<file path="src/rtl/tss_pkg.sv">
package tss_pkg;
  localparam int WORD_W    = 32;
  localparam int FIELD_W   = 8;
  localparam int START_LSB = 0;
  localparam int STOP_LSB  = 16;
endpackage

</file>
<file path="src/rtl/tss_cfg_reg.sv">
module tss_cfg_reg
  import tss_pkg::*;
#(
  parameter int NUM_CMP = 4,
  parameter int ADDR_W  = 12,
  parameter logic [ADDR_W-1:0] OFFSET = 12'h088
) (
  input  logic               clk,
  input  logic               rst,
  input  logic               trace_en,
  input  logic               reg_wr,
  input  logic [ADDR_W-1:0]  reg_addr,
  input  logic [WORD_W-1:0]  reg_wdata,
  output logic [NUM_CMP-1:0] start_mask,
  output logic [NUM_CMP-1:0] stop_mask,
  output logic [WORD_W-1:0]  reg_rdata
);
  logic              addr_hit;
  logic              wr_ok;
  logic [WORD_W-1:0] word_view;
  logic              unused_wdata;

  assign addr_hit     = (reg_addr == OFFSET);
  assign wr_ok        = reg_wr && addr_hit && !trace_en;
  assign unused_wdata = ^reg_wdata;

  always_ff @(posedge clk) begin
    if (rst) begin
      start_mask <= '0;
      stop_mask  <= '0;
    end else if (wr_ok) begin
      start_mask <= reg_wdata[START_LSB +: NUM_CMP];
      stop_mask  <= reg_wdata[STOP_LSB  +: NUM_CMP];
    end
  end

  always_comb begin
    word_view = '0;
    word_view[START_LSB +: NUM_CMP] = start_mask;
    word_view[STOP_LSB  +: NUM_CMP] = stop_mask;
  end

  always_ff @(posedge clk) begin
    if (rst) reg_rdata <= '0;
    else     reg_rdata <= addr_hit ? word_view : '0;
  end
endmodule

</file>
<file path="src/rtl/tss_match_reduce.sv">
module tss_match_reduce #(
  parameter int NUM_CMP = 4
) (
  input  logic [NUM_CMP-1:0] cmp_hit,
  input  logic [NUM_CMP-1:0] start_mask,
  input  logic [NUM_CMP-1:0] stop_mask,
  output logic               start_hit,
  output logic               stop_hit
);
  logic [NUM_CMP-1:0] start_sel;
  logic [NUM_CMP-1:0] stop_sel;

  for (genvar i = 0; i < NUM_CMP; i++) begin : g_cmp
    assign start_sel[i] = cmp_hit[i] & start_mask[i];
    assign stop_sel[i]  = cmp_hit[i] & stop_mask[i];
  end

  assign start_hit = |start_sel;
  assign stop_hit  = |stop_sel;
endmodule

</file>
<file path="src/rtl/tss_flag.sv">
module tss_flag (
  input  logic clk,
  input  logic rst,
  input  logic trace_en,
  input  logic start_hit,
  input  logic stop_hit,
  output logic active
);
  always_ff @(posedge clk) begin
    if (rst)            active <= 1'b0;
    else if (!trace_en) active <= 1'b0;
    else if (stop_hit)  active <= 1'b0;
    else if (start_hit) active <= 1'b1;
  end
endmodule

</file>
<file path="src/rtl/trace_gate_ctl.sv">
module trace_gate_ctl
  import tss_pkg::*;
#(
  parameter int NUM_CMP = 4,
  parameter int ADDR_W  = 12,
  parameter logic [ADDR_W-1:0] OFFSET = 12'h088
) (
  input  logic               clk,
  input  logic               rst,
  input  logic               trace_en,
  input  logic               reg_wr,
  input  logic [ADDR_W-1:0]  reg_addr,
  input  logic [31:0]        reg_wdata,
  output logic [31:0]        reg_rdata,
  input  logic [NUM_CMP-1:0] cmp_hit,
  output logic               ss_active
);
  logic [NUM_CMP-1:0] start_mask;
  logic [NUM_CMP-1:0] stop_mask;
  logic               start_hit;
  logic               stop_hit;

  tss_cfg_reg #(.NUM_CMP(NUM_CMP), .ADDR_W(ADDR_W), .OFFSET(OFFSET)) u_cfg (
    .clk(clk), .rst(rst), .trace_en(trace_en), .reg_wr(reg_wr),
    .reg_addr(reg_addr), .reg_wdata(reg_wdata),
    .start_mask(start_mask), .stop_mask(stop_mask), .reg_rdata(reg_rdata)
  );

  tss_match_reduce #(.NUM_CMP(NUM_CMP)) u_red (
    .cmp_hit(cmp_hit), .start_mask(start_mask), .stop_mask(stop_mask),
    .start_hit(start_hit), .stop_hit(stop_hit)
  );

  tss_flag u_flag (
    .clk(clk), .rst(rst), .trace_en(trace_en),
    .start_hit(start_hit), .stop_hit(stop_hit), .active(ss_active)
  );
endmodule

</file>
<file path="config.mk">
export PLATFORM = sky130hd
export DESIGN_NAME = trace_gate_ctl
export DESIGN_NICKNAME = d
export VERILOG_FILES = /design/src/rtl/tss_pkg.sv /design/src/rtl/tss_cfg_reg.sv /design/src/rtl/tss_match_reduce.sv /design/src/rtl/tss_flag.sv /design/src/rtl/trace_gate_ctl.sv
export SDC_FILE = /design/constraint.sdc
export NUM_CORES = 1
export LEC_CHECK = 0
export BUFFER_PORTS_ARGS = -buffer_cell sky130_fd_sc_hd__buf_2
export CAP_MARGIN = 10
export CORE_MARGIN = 2
export CORE_UTILIZATION = 38
export DETAILED_ROUTE_END_ITERATION = 8
export GPL_TIMING_DRIVEN = 0
export PLACE_DENSITY = 0.93
export SLEW_MARGIN = 20
export SYNTH_ARGS = -nofsm -noshare
export SYNTH_HDL_FRONTEND = slang
export SYNTH_HIERARCHICAL = 1
export SYNTH_SLANG_ARGS = --single-unit
</file>
<file path="constraint.sdc">
create_clock -name clk -period 2.1 [get_ports clk]
set_input_delay 0.21 -clock clk [delete_from_list [all_inputs] [get_ports clk]]
set_output_delay 0.21 -clock clk [all_outputs]
set_load 0.02 [all_outputs]
</file>
==> results of run 1 <==
registers in the layout, summed over array words and instances (netlist names):
signal,cells
u_cfg/reg_rdata,8
u_cfg/start_mask,4
u_cfg/stop_mask,4
u_flag/active,1
worst min path at each step:
| stage | depth (start not counted) | start | end |
|---|---|---|---|
| floorplan | 1 | rst | u_flag/active$_SDFFE_PP0P_ |
| finish | 3 | reg_wdata[17] | u_cfg/stop_mask[1]$_SDFFE_PP0P_ |
| CTS | 3 | reg_wdata[17] | u_cfg/stop_mask[1]$_SDFFE_PP0P_ |
| global placement | 2 | u_cfg/start_mask[1]$_SDFFE_PP0P_ | u_cfg/reg_rdata[1]$_SDFF_PP0_ |
| global route | 3 | reg_wdata[17] | u_cfg/stop_mask[1]$_SDFFE_PP0P_ |
| detailed placement | 2 | u_cfg/start_mask[0]$_SDFFE_PP0P_ | u_cfg/reg_rdata[0]$_SDFF_PP0_ |
cell usage after synthesis, drive strengths merged:
library cell / n / area share
nor2b: 1 / 0.0072
and4: 1 / 0.010
nor2: 9 / 0.039
nand2: 2 / 0.0086
and4bb: 1 / 0.014
nor4: 2 / 0.039
nor4b: 1 / 0.017
nand2b: 16 / 0.11
dfxtp: 17 / 0.39
conb: 1 / 0.0043
a22oi: 4 / 0.034
buf: 25 / 0.22
mux2i: 8 / 0.092
nand3: 1 / 0.0057
clkbuf: 1 / 0.0043
per-layer routing:
metal | vias to the layer above | part of all wire | wire length (um)
li1 | 374 | - | -
met1 | 318 | 0.34 | 611
met2 | 46 | 0.54 | 980
met3 | 3 | 0.11 | 203
met4 | 0 | 0.013 | 23
met5 | - | 0 | 0
through the flow:
step | setup WS [ns] | hold slack [ns] | instance area [um2]
final | 1.10 | 0.174 | 1200
after global routing | 1.02 | 0.170 | 1200
after CTS | 1.08 | 0.174 | 1200
after detailed placement | 0.795 | 0.462 | 1170
after global placement | 0.855 | 0.460 | 1170
after floorplan | 1.03 | 0.281 | 958
critical path, delay by kind of cell:
kind,cells,cell delay [ns]
simple gates,2,0.53
buf+inv,2,0.26
mux,1,0.20
cell families (layout without fill, tap and decap cells):
group	after synthesis	count (layout)
and+or+nand+nor	34	34
muxes	8	8
AOI/OAI and AO/OA	4	4
other	1	24
buffers and inverters	26	66
DFF	17	17
cell type report:
cell class	instances	area share
Buffer	26	0.163
Clock buffer	4	0.0219
Multi-Input combinational cell	70	0.352
Sequential cell	17	0.284
Tap cell	28	0.0292
Timing Repair Buffer	36	0.150
power breakdown:
part / internal, W / switching (W)
registers: 0.000322 / 0.00000000472
clock network: 0.0000738 / 0.0000979
logic: 0.0000571 / 0.0000619
total: 0.000453 / 0.000160
cell usage in the layout, fill, tap and decap left out:
master,n
nand2b_1,16
nor4_4,1
buf_2,36
nand2_1,2
buf_4,24
and4bb_2,1
and4_1,1
nor2b_1,1
a22oi_1,4
mux2i_1,8
nor4_2,1
conb_1,24
dfxtp_1,17
nor4b_2,1
nor2_1,9
clkbuf_4,3
buf_6,1
clkbuf_1,2
nand3_1,1
==> qor.yml, run 1 <==
drt-pass1-iter-count: 4
multiInputGateArea_um2: 423
peakVddDrop_uv: 240
grt_use_met2: 0.268
syn_to_final_growth_pct: 37.6
dp_hpwl_um: 1500
worstReg2RegEnd: "u_flag/active$_SDFFE_PP0P_"
setup_viol: 0
cap_violations: 0
synthXorXnorAreaFrac: 0
fin_total_pwr_w: 0.000613
yosysUniqueCellTypes: 17
n_antenna_cell: 0
die_y_um: 51.9
min_path_type: "input port to flop"
powerDensity_mw_per_mm2: 511
wire_per_inst_um: 10.0
cp-start-kind: "input port"
die_w_um: 51.9
first_global_vias: 656
p_leak_nw: 0.604
cts.path.max_buffers: 2
cp_cell_sequence: "buf_2 > nor4_2 > and4_1 > buf_6 > mux2i_1"
synth_warnings: 6
row_count: 17
avgSynthCellArea_um2: 9.69
hold_buffers: 0
fin_crit_ns: 1.00
clock-sinks: 17
cp_data_required_time_ns: 2.32
overflow: 0
vias_per_cell: 4.09
yosysSeqAreaShare: 0.390
rsz0062_at_grt: "false"
dp_cells: 177
die-area_mm2: 0.00269
cts_setup_buffers: 0
yosys_register_bits: 17
cts_max_level: 1
synth_area_um2: 872
layout-drive-gt1-share: 0.444
grt_util_met1: 0.135
grt_pass1_wl_um: 2700
drt-initial-drc-count: 18
crit_end: "u_cfg/stop_mask[3]$_SDFFE_PP0P_"
cts_root_buf: "clkbuf_4"
final_cells: 181
synth_mux_area_frac: 0.0918
final_max_slew_viol_count: 0
antenna_found_initial: 0
synth-adder-area-share: 0
cts_resized: 0
vias: 741
fin_util: 0.548
status: "finished, final reports clean"
worstSetupPathType: "input port to flop"
gp_congestion: 0.764
path_clk_slew_ns: 0.09
synth_compound_area_frac: 0.0344
ff2ff_path_depth: 3
core-area_mm2: 0.00219
fmax_mhz: 1000
grt_max_degree: 11
grt_use_met3: 0.0201
grt_usage: 0.138
ff2ff_setup_slack_ns: 1.17
route.detailed.drc: 0
numCtsBuffers: 3
hold_violations: 0
nets: 206
seq_area_um2: 340
cts_tree: "done"
num_io_pins: 85
tns_ns: 0
drt_wl_total_um: 1820
crit_path_top_delay_cell: "nor4_2"
synth_top_family_by_area: "simple AND/OR/NAND/NOR gates"
end_kind: "flop"
clkLatencyLatePin_ns: 0.29
fin_worst_skew_ns: 0.00285
fillers: 217
top_usage_layer: "met2"
finalCritPeriodShare: 0.476
initial_utilization: 0.398
crit_start: "reg_addr[1]"
synth-simple-area-share: 0.255
max_stage_delay_ns: 0.29
cp.arrival_ns: 1.21
portBuffers: 36
r2r-start: "u_cfg/stop_mask[0]$_SDFFE_PP0P_"
ant_nets: 0
synthCells: 90
crit_path_max_fanout: 8
No activity file was read; power rests on OpenSTA's default activity.
==> run 2, diff against run 1 <==
--- a/config.mk
+++ b/config.mk
@@ -8,10 +8,10 @@
 export BUFFER_PORTS_ARGS = -buffer_cell sky130_fd_sc_hd__buf_2
 export CAP_MARGIN = 10
 export CORE_MARGIN = 2
-export CORE_UTILIZATION = 38
+export CORE_UTILIZATION = 32
 export DETAILED_ROUTE_END_ITERATION = 8
 export GPL_TIMING_DRIVEN = 0
-export PLACE_DENSITY = 0.93
+export PLACE_DENSITY = 0.84
 export SLEW_MARGIN = 20
 export SYNTH_ARGS = -nofsm -noshare
 export SYNTH_HDL_FRONTEND = slang
==> constraint.sdc (replaced) <==
create_clock -name clk -period 0.9 [get_ports clk]
set_input_delay 0.09 -clock clk [delete_from_list [all_inputs] [get_ports clk]]
set_output_delay 0.09 -clock clk [all_outputs]
set_load 0.02 [all_outputs]
==> run 2 against run 1 <==
  * Worst hold slack got worse by 0.12 ns
  * Count of clock-buffer cells in the layout unchanged
  * Clock power rose by 130%
  * Clock skew is 0.0021 ns lower
  * Utilization is 5.4 points lower
  * Critical path type is now flop to flop
  * Cell count rose by 1.1%
  * Critical endpoint is now u_flag/active$_SDFFE_PP0P_
==> qor.yml, run 2 (synthesis gave the netlist of run 1 again) <==
cap_violations: 0  # unchanged
ff2ff_setup_slack_ns: 0.01  # -1.16 ns
die_y_um: 56.2  # +8.3%
portBuffers: 36  # unchanged
antenna_found_initial: 0  # unchanged
die_w_um: 56.2  # +8.3%
worstReg2RegEnd: "u_flag/active$_SDFFE_PP0P_"
crit_path_top_delay_cell: "dfxtp_1"
grt_max_degree: 11  # unchanged
first_global_vias: 653  # -0.46%
n_antenna_cell: 0  # unchanged
layout-drive-gt1-share: 0.490  # +0.0458
nets: 206  # unchanged
largest_register_ffs: 8  # unchanged
crit_buf_inv: 0  # -2
final_max_slew_viol_count: 0  # unchanged
cp_cell_sequence: "a22oi_1 > nand2_1 > nor4b_2"
worstSetupPathDepth: 3  # -2
grt_pass1_wl_um: 2540  # -6.1%
pwr-share-seq: 0.524  # -0.002
clkLatencyLatePin_ns: 0.28  # about the same
fmax_mhz: 1120
cts.path.max_buffers: 2  # unchanged
die-area_mm2: 0.00316  # +17%
cp_data_required_time_ns: 1.10  # -1.22 ns
num_io_pins: 85  # unchanged
crit_start: "u_cfg/stop_mask[0]$_SDFFE_PP0P_"
worst_hold_slack_ns: 0.0488  # -0.125 ns
powerDensity_mw_per_mm2: 1150  # +130%
gp_congestion: 0.710  # -7.1%
path_clk_slew_ns: 0.09  # about the same
end_kind: "flop"
grt_use_met2: 0.197  # -0.0713
hold_violations: 0  # unchanged
placed_area_mm2: 0.00118  # +0.96%
p_sw_w: 0.000371  # +130%
cts_max_level: 1  # unchanged
grt_util_met1: 0.0976  # -0.0373
layout_common_cells: "buf_2, buf_4, conb_1"
finalCritPeriodShare: 0.989
top_register: "u_cfg/reg_rdata"
ant_nets: 0  # unchanged
setup_viol: 0  # unchanged
finalInstanceArea_mm2: 0.00125  # +3.9%
drt-pass1-iter-count: 2  # -2
vias: 719  # -3.0%
ff2ff_path_depth: 3  # unchanged
critical_path.top_delay_family: "flip-flops"
comb_power_share: 0.201  # +0.007
cts_tree: "done"
initial_utilization: 0.346  # -0.0523
grt_use_met3: 0.0256  # +0.00547
grt_usage: 0.103  # -0.0351
r2r-start: "u_cfg/stop_mask[0]$_SDFFE_PP0P_"
fin_worst_skew_ns: 0.000791  # -0.00206 ns
vias_per_cell: 3.93  # -4.0%
drt_wl_total_um: 1690  # -7.0%
crit_end: "u_flag/active$_SDFFE_PP0P_"
p_sw_frac: 0.259  # -0.00232
status: "finished, final reports clean"
numCtsBuffers: 3  # unchanged
crit_path_max_fanout: 2  # -6
rsz0062_at_grt: "true"
drt-initial-drc-count: 13  # -5
p_int_w: 0.00106  # +130%
cp.arrival_ns: 1.09  # -0.12 ns
cp-start-kind: "flop"
overflow: 0  # unchanged
core-area_mm2: 0.00252  # +15%
p_leak_nw: 0.613  # +1.5%
holdPathStages: 3  # unchanged
peakVddDrop_uv: 583  # +140%
route.detailed.drc: 0  # unchanged
final_common_cell: "buf_2"
row_count: 18  # +1
dp_hpwl_um: 1360  # -9.5%
cts_root_buf: "clkbuf_4"
top_usage_layer: "met2"
reg.largest.list: "u_cfg/reg_rdata (8), u_cfg/start_mask (4), u_cfg/stop_mask (4)"
min_path_type: "input port to flop"
clock-sinks: 17  # unchanged
fin_crit_ns: 0.890
max_stage_delay_ns: 0.32  # +0.03 ns
fillers: 256  # +18%
wire_per_inst_um: 9.25  # -8.0%
clkPwrFrac: 0.275  # -0.005
worstSetupPathType: "flop to flop"
syn_to_final_growth_pct: 42.9
[run 2: cell types whose count changed in the layout (fill, tap and decap cells not counted)]
cell     previous run  this run
buf_4              24        25
dfxtp_2             0         4
a22oi_2             0         3
dfxtp_1            17        13
buf_2              36        33
a22oi_1             4         1
buf_6               1         3
nor4_2              1         0
nor4_4              1         2
[run 2: worst min-delay path by stage]
stage                       start  slack, ns                               end
global placement    reg_wdata[16]       0.36   u_cfg/stop_mask[0]$_SDFFE_PP0P_
floorplan                     rst       0.16        u_flag/active$_SDFFE_PP0P_
finish               reg_wdata[0]       0.05  u_cfg/start_mask[0]$_SDFFE_PP0P_
CTS                           rst       0.05        u_flag/active$_SDFFE_PP0P_
global route                  rst       0.04        u_flag/active$_SDFFE_PP0P_
detailed placement            rst       0.36        u_flag/active$_SDFFE_PP0P_
[run 2: through the flow]
stage	util	setup TNS [ns]	total power [W]	cells	setup slack, ns
2_1_floorplan	-	-0.294	0.000968	113	-0.0368
3_3_place_gp	0.470	-2.92	0.00104	179	-0.238
3_5_place_dp	0.470	-3.70	0.00105	179	-0.278
4_1_cts	0.483	0	0.00144	183	0.00305
5_1_grt	0.494	-0.00750	0.00150	183	-0.00534
6_report	0.494	0	0.00143	183	0.00960
[run 2: layer usage]
| layer | part of all wire | vias to the layer above |
|---|---|---|
| met5 | 0 | - |
| met4 | 0.020 | 0 |
| met3 | 0.12 | 4 |
| met2 | 0.49 | 42 |
| met1 | 0.36 | 298 |
| li1 | - | 375 |
[run 2: power by group through the flow]
stage / registers [W] / logic (W) / clock network, W
3_5_place_dp: 0.000769 / 0.000277 / 0
5_1_grt: 0.000752 / 0.000308 / 0.000439
3_3_place_gp: 0.000769 / 0.000274 / 0
2_1_floorplan: 0.000769 / 0.000199 / 0
4_1_cts: 0.000752 / 0.000278 / 0.000409
6_report: 0.000751 / 0.000288 / 0.000395
[run 2: timing repair]
| action | in CTS | in global routing |
|---|---|---|
| gates resized for setup | 2 | 8 |
| endpoints found under the hold margin | 0 | 0 |
| gates cloned | 0 | 0 |
| buffers inserted | 0 | 0 |
| endpoints found under the setup margin | 1 | 9 |
| hold buffers | 0 | 0 |
| pin swaps | 2 | 3 |
[run 2: worst register-to-register path, delay by kind of cell, from the launching register on]
kind               cells  cell delay, ns
AOI/OAI and AO/OA      1            0.19
and+or+nand+nor        2            0.29
DFF                    1            0.32
[run 2: final cells by class]
class | count | area, um2 | share of cell area
clock buffer | 4 | 26.3 | 0.0211
sequential | 17 | 345 | 0.277
timing repair buffer | 36 | 195 | 0.157
buffer | 26 | 195 | 0.157
tap | 30 | 37.5 | 0.0301
multi-input combinational | 70 | 447 | 0.358
